### config.mk
export PLATFORM = sky130hd
export DESIGN_NAME = din_serializer
export DESIGN_NICKNAME = d
export VERILOG_FILES = /design/src/rtl/din_ser_pkg.sv /design/src/rtl/din_debounce.sv /design/src/rtl/din_crc5.sv /design/src/rtl/din_frame_shift.sv /design/src/rtl/din_serializer.sv
export SDC_FILE = /design/constraint.sdc
export NUM_CORES = 1
export LEC_CHECK = 0
export BUFFER_PORTS_ARGS = -buffer_cell sky130_fd_sc_hd__buf_2
export CORE_ASPECT_RATIO = 0.75
export CORE_MARGIN = 2
export CORE_UTILIZATION = 35
export DETAILED_ROUTE_END_ITERATION = 12
export MAX_ROUTING_LAYER = met4
export RECOVER_POWER = 50
export REMOVE_ABC_BUFFERS = 1
export SYNTH_ARGS = -nofsm -noshare
export SYNTH_HDL_FRONTEND = slang
export SYNTH_SLANG_ARGS = --single-unit
export TNS_END_PERCENT = 100
### constraint.sdc
create_clock -name clk -period 5.5 [get_ports clk]
set_clock_uncertainty 0.05 [all_clocks]
set_input_delay 1.1 -clock clk [delete_from_list [all_inputs] [get_ports clk]]
set_output_delay 1.1 -clock clk [all_outputs]
set_load 0.01 [all_outputs]
### src/rtl/din_ser_pkg.sv
package din_ser_pkg;
    localparam int DATA_W    = 8;
    localparam int CRC_W     = 5;
    localparam int FRAME_W   = 2 * DATA_W;
    localparam logic [CRC_W-1:0] CRC_POLY = 5'h15;
    localparam int LIM_SHORT = 25;
    localparam int LIM_MED   = 750;
    localparam int LIM_LONG  = 3000;

    typedef enum logic [1:0] {
        DB_NONE  = 2'b00,
        DB_SHORT = 2'b01,
        DB_MED   = 2'b10,
        DB_LONG  = 2'b11
    } db_sel_e;

    typedef struct packed {
        logic [FRAME_W-1:0] shreg;
        logic               cs_q;
        logic               sclk_q;
        logic               mode8_q;
    } shift_state_t;
endpackage

### src/rtl/din_debounce.sv
module din_debounce
    import din_ser_pkg::*;
#(
    parameter int W          = 8,
    parameter int UNIT_TICKS = 100
) (
    input  logic         clk,
    input  logic         rst_n,
    input  logic [W-1:0] raw,
    input  db_sel_e      sel,
    output logic [W-1:0] filt
);
    localparam int MAXC = LIM_LONG * UNIT_TICKS;
    localparam int CW   = $clog2(MAXC + 1);

    typedef struct packed {
        logic [CW-1:0] cnt;
        logic          val;
    } db_bit_t;

    logic [CW-1:0] thresh;

    always_comb begin
        case (sel)
            DB_SHORT: thresh = CW'(LIM_SHORT * UNIT_TICKS);
            DB_MED:   thresh = CW'(LIM_MED * UNIT_TICKS);
            DB_LONG:  thresh = CW'(LIM_LONG * UNIT_TICKS);
            default:  thresh = '0;
        endcase
    end

    for (genvar i = 0; i < W; i++) begin : g_bit
        db_bit_t st_d, st_q;

        always_comb begin
            st_d = st_q;
            if (sel == DB_NONE) begin
                st_d.val = raw[i];
                st_d.cnt = '0;
            end else if (raw[i] == st_q.val) begin
                st_d.cnt = '0;
            end else if (st_q.cnt + CW'(1) >= thresh) begin
                st_d.val = raw[i];
                st_d.cnt = '0;
            end else begin
                st_d.cnt = st_q.cnt + CW'(1);
            end
        end

        always_ff @(posedge clk or negedge rst_n) begin
            if (!rst_n) st_q <= '0;
            else        st_q <= st_d;
        end

        assign filt[i] = st_q.val;
    end
endmodule

### src/rtl/din_crc5.sv
module din_crc5
    import din_ser_pkg::*;
(
    input  logic [DATA_W-1:0] data,
    output logic [CRC_W-1:0]  crc
);
    always_comb begin
        logic [CRC_W-1:0] r;
        logic             fb;
        r = '0;
        for (int k = DATA_W - 1; k >= 0; k--) begin
            fb = r[CRC_W-1] ^ data[k];
            r  = {r[CRC_W-2:0], 1'b0} ^ (fb ? CRC_POLY : '0);
        end
        crc = r;
    end
endmodule

### src/rtl/din_frame_shift.sv
module din_frame_shift
    import din_ser_pkg::*;
(
    input  logic              clk,
    input  logic              rst_n,
    input  logic              cs_n,
    input  logic              sclk,
    input  logic              sdi,
    input  logic              mode8,
    input  logic [DATA_W-1:0] data,
    input  logic [DATA_W-1:0] status,
    output logic              sdo
);
    shift_state_t st_d, st_q;

    always_comb begin
        st_d        = st_q;
        st_d.cs_q   = cs_n;
        st_d.sclk_q = sclk;
        if (!cs_n && st_q.cs_q) begin
            st_d.mode8_q = mode8;
            st_d.shreg   = mode8 ? {{DATA_W{1'b0}}, data} : {data, status};
        end else if (!cs_n && sclk && !st_q.sclk_q) begin
            st_d.shreg = {st_q.shreg[FRAME_W-2:0], sdi};
        end
    end

    always_ff @(posedge clk or negedge rst_n) begin
        if (!rst_n) begin
            st_q        <= '0;
            st_q.cs_q   <= 1'b1;
        end else begin
            st_q <= st_d;
        end
    end

    assign sdo = st_q.mode8_q ? st_q.shreg[DATA_W-1] : st_q.shreg[FRAME_W-1];
endmodule

### src/rtl/din_serializer.sv
module din_serializer
    import din_ser_pkg::*;
#(
    parameter int UNIT_TICKS = 100
) (
    input  logic       clk,
    input  logic       rst_n,
    input  logic [7:0] din,
    input  logic [1:0] deb_sel,
    input  logic       frame8_sel,
    input  logic       uv_alarm,
    input  logic       uv_warn,
    input  logic       over_temp,
    input  logic       cs_n,
    input  logic       sclk,
    input  logic       sdi,
    output logic       sdo,
    output logic       fault_n
);
    logic [DATA_W-1:0] filt;
    logic [CRC_W-1:0]  crc;
    logic [DATA_W-1:0] status;
    logic              fault_d, fault_q;

    din_debounce #(.W(DATA_W), .UNIT_TICKS(UNIT_TICKS)) u_deb (
        .clk   (clk),
        .rst_n (rst_n),
        .raw   (din),
        .sel   (db_sel_e'(deb_sel)),
        .filt  (filt)
    );

    din_crc5 u_crc (
        .data (filt),
        .crc  (crc)
    );

    assign status = {crc, ~uv_alarm, over_temp, ~uv_warn};

    din_frame_shift u_shift (
        .clk    (clk),
        .rst_n  (rst_n),
        .cs_n   (cs_n),
        .sclk   (sclk),
        .sdi    (sdi),
        .mode8  (frame8_sel),
        .data   (filt),
        .status (status),
        .sdo    (sdo)
    );

    always_comb begin
        fault_d = !(over_temp || uv_alarm);
    end

    always_ff @(posedge clk or negedge rst_n) begin
        if (!rst_n) fault_q <= 1'b1;
        else        fault_q <= fault_d;
    end

    assign fault_n = fault_q;
endmodule

==> flow_metrics.py <==
metrics = {
    "finish": {
        "regArea_sq_um": 4507,
        "diodes": 0,
        "final_common_cell": "dfrtp_1",
        "drive_above_1_share_pct": 6.717,
        "final_area_sq_um": 13180,
        "final_cell_mix": "178 x dfrtp_1, 140 x nand2_1, 130 x nor2_1",
        "fill_cells": 3432,
        "syn2layout_area_growth_pct": 10.51,
        "multi_input_area_sq_um": 7173,
        "finalNetCount": 1459,
    },
    "synthesis": {
        "yosysTopAreaCell": "dfrtp_1",
        "synth_top_cells_by_area": "dfrtp_1 37%, ha_1 13%, xnor2_1 7.0%",
        "async_reset_ff_share_pct": 100.0,
        "ys_seq_area_share_pct": 37.79,
        "yosysTopAreaCellShare_pct": 37.35,
        "synth-seq-cells": 180,
        "synth_area_per_cell_sq_um": 9.238,
        "syn_area_sq_um": 11930,
        "ys_warn_count": 0,
        "synth_cells": 1291,
        "synth_flop_cell": "dfrtp_1",
        "synth_edf_count": 0,
        "synthDistinctLibCells": 72,
    },
    "critical_path": {
        "path_cells": "buf_2 -> nand2_1 -> buf_4 -> ha_1 -> nand3_1 -> nor2_1 -> a2bb2oi_1 -> a311oi_1 -> a31oi_1 -> buf_4 -> nor2b_1",
        "critPathLaunchType": "input pin",
        "cpPeakStageDelay_ps": 770,
        "crit_path_end_kind": "register",
        "crit_type": "in2reg",
        "cp_data_required_time_ps": 5790,
        "slowest_stage": "a31oi_1",
        "arrival_ps": 4240,
        "cpMostUsedCell": "buf_4",
        "critPathMaxFanout": 20,
    },
    "global_routing": {
        "antenna_found_initial": 0,
        "grt_pass1_wl_microns": 45840,
        "overflow": 0,
        "grt.total_usage_pct": 16.58,
        "grt_max_degree": 103,
        "grt_pass1_vias": 8820,
    },
    "power_and_ir_drop": {
        "leakage_nw": 6.099,
        "vdd_drop_max_mv": 0.2063,
        "cellPowerDensity_nw_per_um2": 245.1,
    },
    "routing": {
        "via_per_inst": 5.137,
        "wl_microns": 27000,
        "drt_pass1_iterations": 5,
        "drt-initial-drc-count": 548,
        "final_antenna_net_count": 0,
        "vias": 9119,
        "wl_per_cell_microns": 15.21,
        "drc": 0,
    },
    "timing": {
        "rsz0062_at_grt": "no",
        "min_period_over_period_pct": 71.84,
        "tns_ps": 0,
        "timing.slew.headroom_pct": -74.87,
        "final-hold-violation-count": 0,
        "setup_viol": 0,
        "finalMaxSlewViolations": 102,
        "tightest_slew_ps": 2623,
        "whs_ps": 404.7,
        "fmax_mhz": 253.1,
        "period_needed_ps": 3951,
    },
    "flow_run": {
        "maxCapViolations": 1,
    },
    "clock_tree": {
        "cts_buffer_depth": 2,
        "cts_tree": "done",
        "postCtsSetupRepairBufs": 0,
        "cts_buffers": 17,
        "cts_sinks": 180,
        "cts_resized": 0,
        "clkTransAtPathRegs_ps": 70,
        "htreeDepth": 4,
        "cts-root-buf": "clkbuf_16",
        "hold_buffers": 0,
        "clkLatencyLatePin_ps": 450,
    },
    "place": {
        "port_buffers": 20,
        "dpl_cell_area_sq_um": 12580,
        "dp.final_hpwl_microns": 19600,
        "routabilityCongestion": 0.8511,
    },
    "die": {
        "dieHeight_microns": 163.9,
        "fp.dieArea_sq_um": 35580,
        "fp-row-count": 58,
        "io_pins": 21,
        "start_util_pct": 35.57,
        "core_sq_um": 33530,
        "die_w_microns": 217.2,
    },
    "status": {
        "outcome": "complete, but fails checks",
        "violations": "capacitance limit, slew limit",
    },
    "hold_path": {
        "hold_class": "reg2reg",
    },
}
[per-layer routing]
metal  track usage, %  vias up  share of wire, %
met3            2.833       23               2.9
li1                 -     4617                 -
met4            4.452        0               1.2
met1            24.82     4371                55
met5                -        -                 0
met2            22.77      108                40
[worst paths after layout]
path                                                           to                             start  slack, ps  cells after the start
max in group asynchronous        u_deb.g_bit[3].st_q[2]$_DFF_PN0_                             rst_n       2440                      1
worst min register to register   u_deb.g_bit[0].st_q[1]$_DFF_PN0_  u_deb.g_bit[0].st_q[1]$_DFF_PN0_        400                      1
min in group asynchronous            u_shift.st_q[10]$_DFFE_PN0P_                             rst_n       1390                      1
worst min-delay path             u_deb.g_bit[0].st_q[1]$_DFF_PN0_  u_deb.g_bit[0].st_q[1]$_DFF_PN0_        400                      1
worst max-delay path            u_deb.g_bit[2].st_q[13]$_DFF_PN0_                        deb_sel[0]       1550                     11
worst max register to register   u_deb.g_bit[3].st_q[1]$_DFF_PN0_  u_deb.g_bit[3].st_q[1]$_DFF_PN0_       1670                     12
[state kept, by name, indices dropped and copies added, names as in the netlist]
| register | cells |
|---|---|
| fault_n | 1 |
| u_deb.filt | 8 |
| u_deb.g_bit.st_q | 152 |
| u_shift.st_q | 19 |
[report_power, final]
group / internal, mW / switching [mW] / leakage [nW]
registers: 1.40 / 0.0775 / 2.45
logic: 0.184 / 0.289 / 3.36
clock network: 0.739 / 0.541 / 0.289
total: 2.32 / 0.908 / 6.10
[stage by stage]
stage          utilization, %  worst slack (ps)  cells  power, mW
2_1_floorplan               -              1281   1261      1.800
3_3_place_gp            37.53              1168   1743      1.970
3_5_place_dp            37.53              1061   1743      1.979
4_1_cts                 39.35              1537   1775      3.275
5_1_grt                 39.31              1294   1775      3.408
6_report                39.31              1549   1775      3.230
[Yosys cell counts (3+ instances only)]
| cell | count |
|---|---|
| nor3b_1 | 17 |
| o31ai_1 | 4 |
| nor3_1 | 26 |
| o21a_1 | 6 |
| buf_2 | 6 |
| or4_1 | 3 |
| nor4_1 | 16 |
| nor2_1 | 131 |
| nor2b_1 | 78 |
| o41ai_1 | 4 |
| a2111oi_0 | 4 |
| nand2b_1 | 4 |
| a211oi_1 | 9 |
| nand2_1 | 141 |
| ha_1 | 128 |
| a21o_1 | 12 |
| xor2_1 | 60 |
| a221oi_1 | 3 |
| or3_1 | 9 |
| o311ai_0 | 4 |
| and3_1 | 20 |
| xnor2_1 | 95 |
| mux2_2 | 4 |
| and4_1 | 11 |
| a21oi_1 | 41 |
| clkbuf_1 | 21 |
| a31oi_1 | 7 |
| o21ai_0 | 35 |
| o211ai_1 | 11 |
| a21boi_0 | 3 |
| dfrtp_1 | 178 |
| and2_1 | 4 |
| or2_2 | 5 |
| nand3_1 | 76 |
| nand4_1 | 32 |
| inv_1 | 34 |
| mux2i_1 | 3 |
[cell families (layout without fill, tap and decap cells)]
group,after synthesis,count (layout),synth area share [%]
xor gates and xnor gates,155,155,11.38
AOI/OAI and AO/OA,171,171,9.725
muxes,7,7,0.6294
adders and majority gates,128,128,13.43
buffers and inverters,64,98,2.224
and+or+nand+nor,586,586,24.82
DFF,180,180,37.79
[cell type report]
cell class	instances	area share, %
inverter	34	0.9683
timing repair buffer	32	1.519
multi-input combinational	1047	54.42
clock buffer	20	3.465
tap	450	4.272
clock inverter	12	1.158
sequential	180	34.19
[worst max-delay path, delay by kind of cell]
| family | cells | cell delay (ps) |
|---|---|---|
| simple gates | 4 | 790 |
| compound gates | 3 | 1110 |
| buf+inv | 3 | 900 |
| fa+ha+maj | 1 | 340 |
Power figures use the tool's default switching activity.
